[src/rtl/ebs_pkg.sv]
package ebs_pkg;

    typedef enum logic [1:0] {
        SZ_BYTE = 2'd0,
        SZ_WORD = 2'd1,
        SZ_LONG = 2'd2,
        SZ_ALT  = 2'd3
    } xfer_size_e;

    typedef enum logic [1:0] {
        ST_IDLE = 2'd0,
        ST_T1   = 2'd1,
        ST_T2   = 2'd2,
        ST_T3   = 2'd3
    } bus_state_e;

    // bytes moved by a request of the given size code
    function automatic logic [2:0] size_bytes(input logic [1:0] sz);
        case (sz)
            2'd0:    size_bytes = 3'd1;
            2'd1:    size_bytes = 3'd2;
            default: size_bytes = 3'd4;
        endcase
    endfunction

    // external cycles needed for a request in an area of the given width
    function automatic logic [2:0] cycle_count(input logic is8, input logic [1:0] sz);
        if (is8)
            cycle_count = size_bytes(sz);
        else if (sz == 2'd0)
            cycle_count = 3'd1;
        else
            cycle_count = size_bytes(sz) >> 1;
    endfunction

endpackage

[src/rtl/ebs_area_decode.sv]
module ebs_area_decode #(
    parameter  int AREA_N    = 8,
    localparam int AREA_BITS = $clog2(AREA_N)
) (
    input  logic [AREA_BITS-1:0] area_field,
    input  logic [AREA_N-1:0]    cfg_is8,
    output logic [AREA_BITS-1:0] area,
    output logic                 is8
);
    always_comb begin
        area = area_field;
        is8  = cfg_is8[area_field];
    end
endmodule

[src/rtl/ebs_cs_gen.sv]
module ebs_cs_gen #(
    parameter  int AREA_N    = 8,
    localparam int AREA_BITS = $clog2(AREA_N)
) (
    input  logic                 active,
    input  logic [AREA_BITS-1:0] area,
    output logic [AREA_N-1:0]    cs_n
);
    for (genvar g = 0; g < AREA_N; g++) begin : g_sel
        assign cs_n[g] = ~(active && (area == AREA_BITS'(g)));
    end
endmodule

[src/rtl/ebs_lane_mux.sv]
module ebs_lane_mux (
    input  logic        is8,
    input  logic [1:0]  size,
    input  logic [1:0]  idx,
    input  logic        a0,
    input  logic [31:0] wdata,
    input  logic [15:0] din,
    output logic [15:0] dout,
    output logic        lane_hi,
    output logic        lane_lo,
    output logic [15:0] rpart,
    output logic        rwide
);
    import ebs_pkg::*;

    logic [1:0] byte_sel;
    logic       half_sel;

    always_comb begin
        // byte position counted from the least significant end
        byte_sel = 2'(size_bytes(size) - 3'd1 - {1'b0, idx});
        // halfword position: word -> 0, longword -> 1 then 0
        half_sel = (size == 2'd1) ? 1'b0 : ~idx[0];

        dout    = '0;
        lane_hi = 1'b0;
        lane_lo = 1'b0;
        rpart   = '0;
        rwide   = 1'b0;

        if (is8) begin
            dout    = {wdata[{byte_sel, 3'b000} +: 8], 8'h00};
            lane_hi = 1'b1;
            rpart   = {8'h00, din[15:8]};
        end else if (size == 2'd0) begin
            if (a0) begin
                dout    = {8'h00, wdata[7:0]};
                lane_lo = 1'b1;
                rpart   = {8'h00, din[7:0]};
            end else begin
                dout    = {wdata[7:0], 8'h00};
                lane_hi = 1'b1;
                rpart   = {8'h00, din[15:8]};
            end
        end else begin
            dout    = wdata[{half_sel, 4'b0000} +: 16];
            lane_hi = 1'b1;
            lane_lo = 1'b1;
            rpart   = din;
            rwide   = 1'b1;
        end
    end
endmodule

[src/rtl/ext_bus_sizer.sv]
module ext_bus_sizer #(
    parameter  int ADDR_W    = 24,
    parameter  int AREA_N    = 8,
    localparam int AREA_BITS = $clog2(AREA_N)
) (
    input  logic              clk,
    input  logic              rst_n,
    input  logic [AREA_N-1:0] area_is8,
    input  logic              req_valid,
    input  logic              req_write,
    input  logic [1:0]        req_size,
    input  logic [ADDR_W-1:0] req_addr,
    input  logic [31:0]       req_wdata,
    output logic              done,
    output logic [31:0]       rdata,
    output logic [ADDR_W-1:0] ext_addr,
    output logic [AREA_N-1:0] ext_cs_n,
    output logic              ext_rd_n,
    output logic              ext_wr_hi_n,
    output logic              ext_wr_lo_n,
    output logic [15:0]       ext_dout,
    input  logic [15:0]       ext_din
);
    import ebs_pkg::*;

    typedef struct packed {
        bus_state_e             st;
        logic [ADDR_W-1:0]      addr;
        logic [AREA_BITS-1:0]   area;
        logic                   is8;
        logic                   wr;
        logic [1:0]             size;
        logic [1:0]             idx;
        logic [1:0]             last;
        logic [31:0]            wdata;
        logic [31:0]            rbuf;
        logic [31:0]            rdata;
        logic                   done;
    } regs_t;

    regs_t r_q, r_d;

    logic [AREA_BITS-1:0] new_area;
    logic                 new_is8;
    logic                 active;
    logic [15:0]          lane_dout;
    logic                 lane_hi, lane_lo;
    logic [15:0]          rpart;
    logic                 rwide;

    ebs_area_decode #(.AREA_N(AREA_N)) u_dec (
        .area_field (req_addr[ADDR_W-1 -: AREA_BITS]),
        .cfg_is8    (area_is8),
        .area       (new_area),
        .is8        (new_is8)
    );

    ebs_lane_mux u_lane (
        .is8     (r_q.is8),
        .size    (r_q.size),
        .idx     (r_q.idx),
        .a0      (r_q.addr[0]),
        .wdata   (r_q.wdata),
        .din     (ext_din),
        .dout    (lane_dout),
        .lane_hi (lane_hi),
        .lane_lo (lane_lo),
        .rpart   (rpart),
        .rwide   (rwide)
    );

    assign active = (r_q.st == ST_T2) || (r_q.st == ST_T3);

    ebs_cs_gen #(.AREA_N(AREA_N)) u_cs (
        .active (active),
        .area   (r_q.area),
        .cs_n   (ext_cs_n)
    );

    always_comb begin
        logic [1:0]  sz;
        logic [31:0] rbuf_next;
        r_d      = r_q;
        r_d.done = 1'b0;
        sz        = (req_size == 2'd3) ? 2'd2 : req_size;
        rbuf_next = rwide ? {r_q.rbuf[15:0], rpart} : {r_q.rbuf[23:0], rpart[7:0]};
        case (r_q.st)
            ST_IDLE: begin
                if (req_valid) begin
                    r_d.st    = ST_T1;
                    r_d.area  = new_area;
                    r_d.is8   = new_is8;
                    r_d.wr    = req_write;
                    r_d.size  = sz;
                    r_d.idx   = 2'd0;
                    r_d.last  = 2'(cycle_count(new_is8, sz) - 3'd1);
                    r_d.wdata = req_wdata;
                    r_d.rbuf  = '0;
                    r_d.addr  = (sz != 2'd0) ? {req_addr[ADDR_W-1:1], 1'b0} : req_addr;
                end
            end
            ST_T1: r_d.st = ST_T2;
            ST_T2: r_d.st = ST_T3;
            ST_T3: begin
                if (!r_q.wr)
                    r_d.rbuf = rbuf_next;
                if (r_q.idx == r_q.last) begin
                    r_d.st   = ST_IDLE;
                    r_d.done = 1'b1;
                    if (!r_q.wr)
                        r_d.rdata = rbuf_next;
                end else begin
                    r_d.st   = ST_T1;
                    r_d.idx  = r_q.idx + 2'd1;
                    r_d.addr = r_q.addr + (r_q.is8 ? ADDR_W'(1) : ADDR_W'(2));
                end
            end
            default: r_d.st = ST_IDLE;
        endcase
    end

    always_ff @(posedge clk) begin
        if (!rst_n)
            r_q <= '0;
        else
            r_q <= r_d;
    end

    assign done        = r_q.done;
    assign rdata       = r_q.rdata;
    assign ext_addr    = r_q.addr;
    assign ext_rd_n    = ~(active && !r_q.wr);
    assign ext_wr_hi_n = ~(active && r_q.wr && lane_hi);
    assign ext_wr_lo_n = ~(active && r_q.wr && lane_lo);
    assign ext_dout    = (r_q.wr && r_q.st != ST_IDLE) ? lane_dout : 16'h0000;

    // at most one area selected
    p_cs_onehot_r2: assert property (@(posedge clk) disable iff (!rst_n)
        $onehot0(~ext_cs_n));

    // chip select released in the first clock of every cycle
    p_cs_gap_r3: assert property (@(posedge clk) disable iff (!rst_n)
        (r_q.st == ST_T1) |-> (&ext_cs_n));

    // address held through the strobe clocks
    p_addr_hold_r3: assert property (@(posedge clk) disable iff (!rst_n)
        active |-> $stable(ext_addr));

    // 8-bit areas never strobe the lower lane
    p_upper_only_r4: assert property (@(posedge clk) disable iff (!rst_n)
        (r_q.is8 && r_q.st != ST_IDLE) |-> ext_wr_lo_n);

    // done lasts a single clock
    p_done_pulse_r8: assert property (@(posedge clk) disable iff (!rst_n)
        done |=> !done);

    // read data register changes only together with done
    p_rdata_hold_r8: assert property (@(posedge clk) disable iff (!rst_n)
        !done |-> $stable(rdata));

    // selected area fixed while a transfer runs
    p_busy_ignore_r10: assert property (@(posedge clk) disable iff (!rst_n)
        (r_q.st != ST_IDLE && r_q.st != ST_T1) |-> $stable(r_q.area));
endmodule

[config.mk]
export PLATFORM = sky130hd
export DESIGN_NAME = ext_bus_sizer
export DESIGN_NICKNAME = d
export VERILOG_FILES = /design/src/rtl/ebs_pkg.sv /design/src/rtl/ebs_area_decode.sv /design/src/rtl/ebs_cs_gen.sv /design/src/rtl/ebs_lane_mux.sv /design/src/rtl/ext_bus_sizer.sv
export SDC_FILE = /design/constraint.sdc
export NUM_CORES = 1
export LEC_CHECK = 0
export BUFFER_PORTS_ARGS = -buffer_cell sky130_fd_sc_hd__buf_2
export CORE_ASPECT_RATIO = 1.75
export CORE_MARGIN = 4
export CORE_UTILIZATION = 40
export CTS_CLUSTER_DIAMETER = 40
export DETAILED_ROUTE_END_ITERATION = 10
export PLACE_DENSITY = 0.71
export SLEW_MARGIN = 20
export SYNTH_ARGS = -nofsm -noshare
export SYNTH_HDL_FRONTEND = slang
export SYNTH_HIERARCHICAL = 1
export SYNTH_SLANG_ARGS = --single-unit
[constraint.sdc]
create_clock -name clk -period 3.24 [get_ports clk]
set_clock_uncertainty 0.2 [all_clocks]
set_input_delay 0.486 -clock clk [delete_from_list [all_inputs] [get_ports clk]]
set_output_delay 0.486 -clock clk [all_outputs]
set_load 0.02 [all_outputs]
==> metrics.cfg <==
[synthesis]
yosysUniqueCellTypes = 70
avgSynthCellArea_sq_um = 8.02
synth_top_family_by_area = simple AND/OR/NAND/NOR gates
yosysWarnings = 6
syn-cell-area_sq_um = 7140
synth_xor_area_share_pct = 0.946
synthAdderAreaFrac_pct = 1.33
syn_nets = 983
synthMuxAreaShare_pct = 9.04
synth_compound_area_share_pct = 19.3
netlist_instances = 890
ys_ff_latch = 126
synth_top_area_share_pct = 35.3
ys.flop_type = dfxtp_1
synth_edf_count = 0
synth-async-reset-ratio_pct = 0
yosys-top-cells-area = dfxtp_1 (35%), a21oi_1 (8.0%), nand2_1 (7.9%)
synth_top_area_cell = dfxtp_1
seq_area_frac_synth_pct = 35.3
synthSimpleGateAreaFrac_pct = 23.6

[finish]
fillers = 1745
num_antenna_cells = 0
areaGrowthSynthToFinish_pct = 16.2
nets = 1067
drive_above_1_share_pct = 26.2
fin_area_sq_um = 8300
final_core_util_pct = 47.3
multi_input_area_sq_um = 3890
regArea_sq_um = 2530

[pwr]
combPwrFrac_pct = 35.4
clock_power_share_pct = 30.9
power_density_nw_per_um2 = 743
irDropWorstVdd_uv = 329
power.share.switching_pct = 39.6
power_frac_seq_pct = 33.7
power.internal_mw = 3.73
power.total_mw = 6.17
p_leak_nw = 3.24
switching_power_mw = 2.44

[global_routing]
grt_pass1_vias = 6315
grt_pass1_wl_microns = 32200
grt_max_degree = 82
grt_use_total_pct = 20.1
grt_overflow = 0
antenna_found_initial = 0

[floorplan]
placementRows = 64
dieArea_sq_um = 20100
core_sq_um = 17500
ioPinCount = 170
die_w_microns = 109
fp.dieH_microns = 185
initial_core_util_pct = 40.7

[sta]
finalCritPeriodShare_pct = 93.3
tightest_slew_ps = 894
setup_viol = 0
period_needed_ps = 3020
rsz0062_at_grt = false
hold_viol = 0
tns_ps = 0
fmax_ghz = 0.331
fin_ws_ps = 218
max_slew_margin_pct = 40.0
drv_slew = 0

[route]
wl_microns = 20100
wl_per_cell_microns = 16.5
ant_nets = 0
drc = 0
drt_iter0_drc = 378
vias = 6621
via_per_inst = 5.44
drt_pass1_iterations = 6

[placement]
hpwl_microns = 14300
io_buffers = 169
gp_congestion = 0.850
pre_cts_ws_ps = 460
place_area_sq_um = 7700

[clock_network]
root_buffer = clkbuf_16
hold_buffers = 0
cts_buffers = 17
clock_path_buffers = 2
cts_sinks = 126
clk_pin_slew_ps = 60
cts_max_level = 4
cts_tree = done
clock_latency_ps = 420

[setup_path]
cp_data_arrival_time_ps = 2340
critPathLaunchType = flip-flop
worstPathRequired_ps = 2550
cp_max_fo = 10
critPathBufInv = 2
crit_path_cell_trace = inv_1 > ha_1 > xnor2_2 > xnor2_2 > nand2_1 > o221ai_1 > and2_1 > buf_2
worstSetupPathType = reg -> out
cp_slowest_stage_delay_ps = 460
worstSetupEndpointType = output pin
cp_top_family = flip-flops
worst_path_most_repeated_cell = xnor2_2
slowest_stage = dfxtp_2

[flow_run]
max_cap_viol_count = 0

[hold_path]
hp-class = in -> reg

[outcome]
status = finished, final reports clean

-- registers in the layout (all words and copies together) (netlist names) --
signal,count
done,1
ext_addr,24
rdata,32
r_q,69
-- cell type report --
type	instances	area share [%]
sequential	126	30.4
inverter	7	0.332
clock buffer	17	5.12
timing repair buffer	187	11.8
tap	231	3.48
clock inverter	15	1.96
multi-input combinational	635	46.9
-- cell usage in the layout, fill, tap and decap left out, types with 14 or more instances in the layout --
master / Yosys / layout
a211oi_1: 25 / 25
a21oi_1: 114 / 114
and2_1: 27 / 27
buf_2: 19 / 169
buf_4: 61 / 18
clkbuf_16: 0 / 17
dfxtp_1: 126 / 123
mux2i_1: 39 / 39
nand2_1: 151 / 151
nand3_1: 34 / 34
nor2_1: 63 / 60
nor4_1: 14 / 14
-- timing repair --
action	CTS	global route
buffers inserted	0	0
setup endpoints to repair	0	8
gates resized for setup	0	5
endpoints found under the hold margin	0	0
-- tightest hold or removal path: stages --
cell	delay [ps]
buf_2	90
nand2_1	40
a21oi_1	50
-- per-layer routing --
layer / track usage [%] / vias up / share of wire, %
met5: 0 / - / 0
met4: 8.85 / 0 / 3.0
met3: 4.00 / 38 / 5.3
met2: 35.6 / 211 / 52
met1: 23.0 / 3093 / 40
li1: - / 3279 / -
-- stage by stage --
step | std cells | hold WS [ps]
2_1_floorplan | 890 | 237
3_3_place_gp | 1186 | 242
3_5_place_dp | 1186 | 243
4_1_cts | 1218 | 81.0
5_1_grt | 1218 | 96.7
6_report | 1218 | 95.8
-- power by group through the flow --
stage	Sequential (mW)	Combinational, mW	Clock [mW]
finish	2.08	2.18	1.91
global route	2.11	2.41	2.01
CTS	2.07	2.19	1.94
detailed placement	2.11	2.18	0
global placement	2.10	2.16	0
floorplan	2.00	1.78	0
-- cell families (layout without fill, tap and decap cells) --
kind of cell    count (synthesis)  in the layout
fa+ha+maj                       7              7
compound gates                221            221
simple gates                  345            345
flops                         126            126
mux                            56             56
buf+inv                       129            226
xor+xnor                        6              6
-- Yosys cell counts, types with 14 or more instances --
cell type / instances
nor2_1: 63
and2_1: 27
buf_2: 19
nor4_1: 14
buf_4: 61
clkbuf_1: 33
dfxtp_1: 126
nand3_1: 34
a211oi_1: 25
a21oi_1: 114
mux2i_1: 39
nand2_1: 151
-- final timing paths --
kind,startpoint,end,slack [ps],cells past startpoint
setup / recovery,r_q[99],ext_dout[8],220,8
hold / removal,req_wdata[11],r_q[76],100,3
setup reg to reg,ext_addr[0],ext_addr[22],530,7
hold reg to reg,rdata[6],rdata[6],250,2
Note: power is estimated with default switching activity, not from simulation.
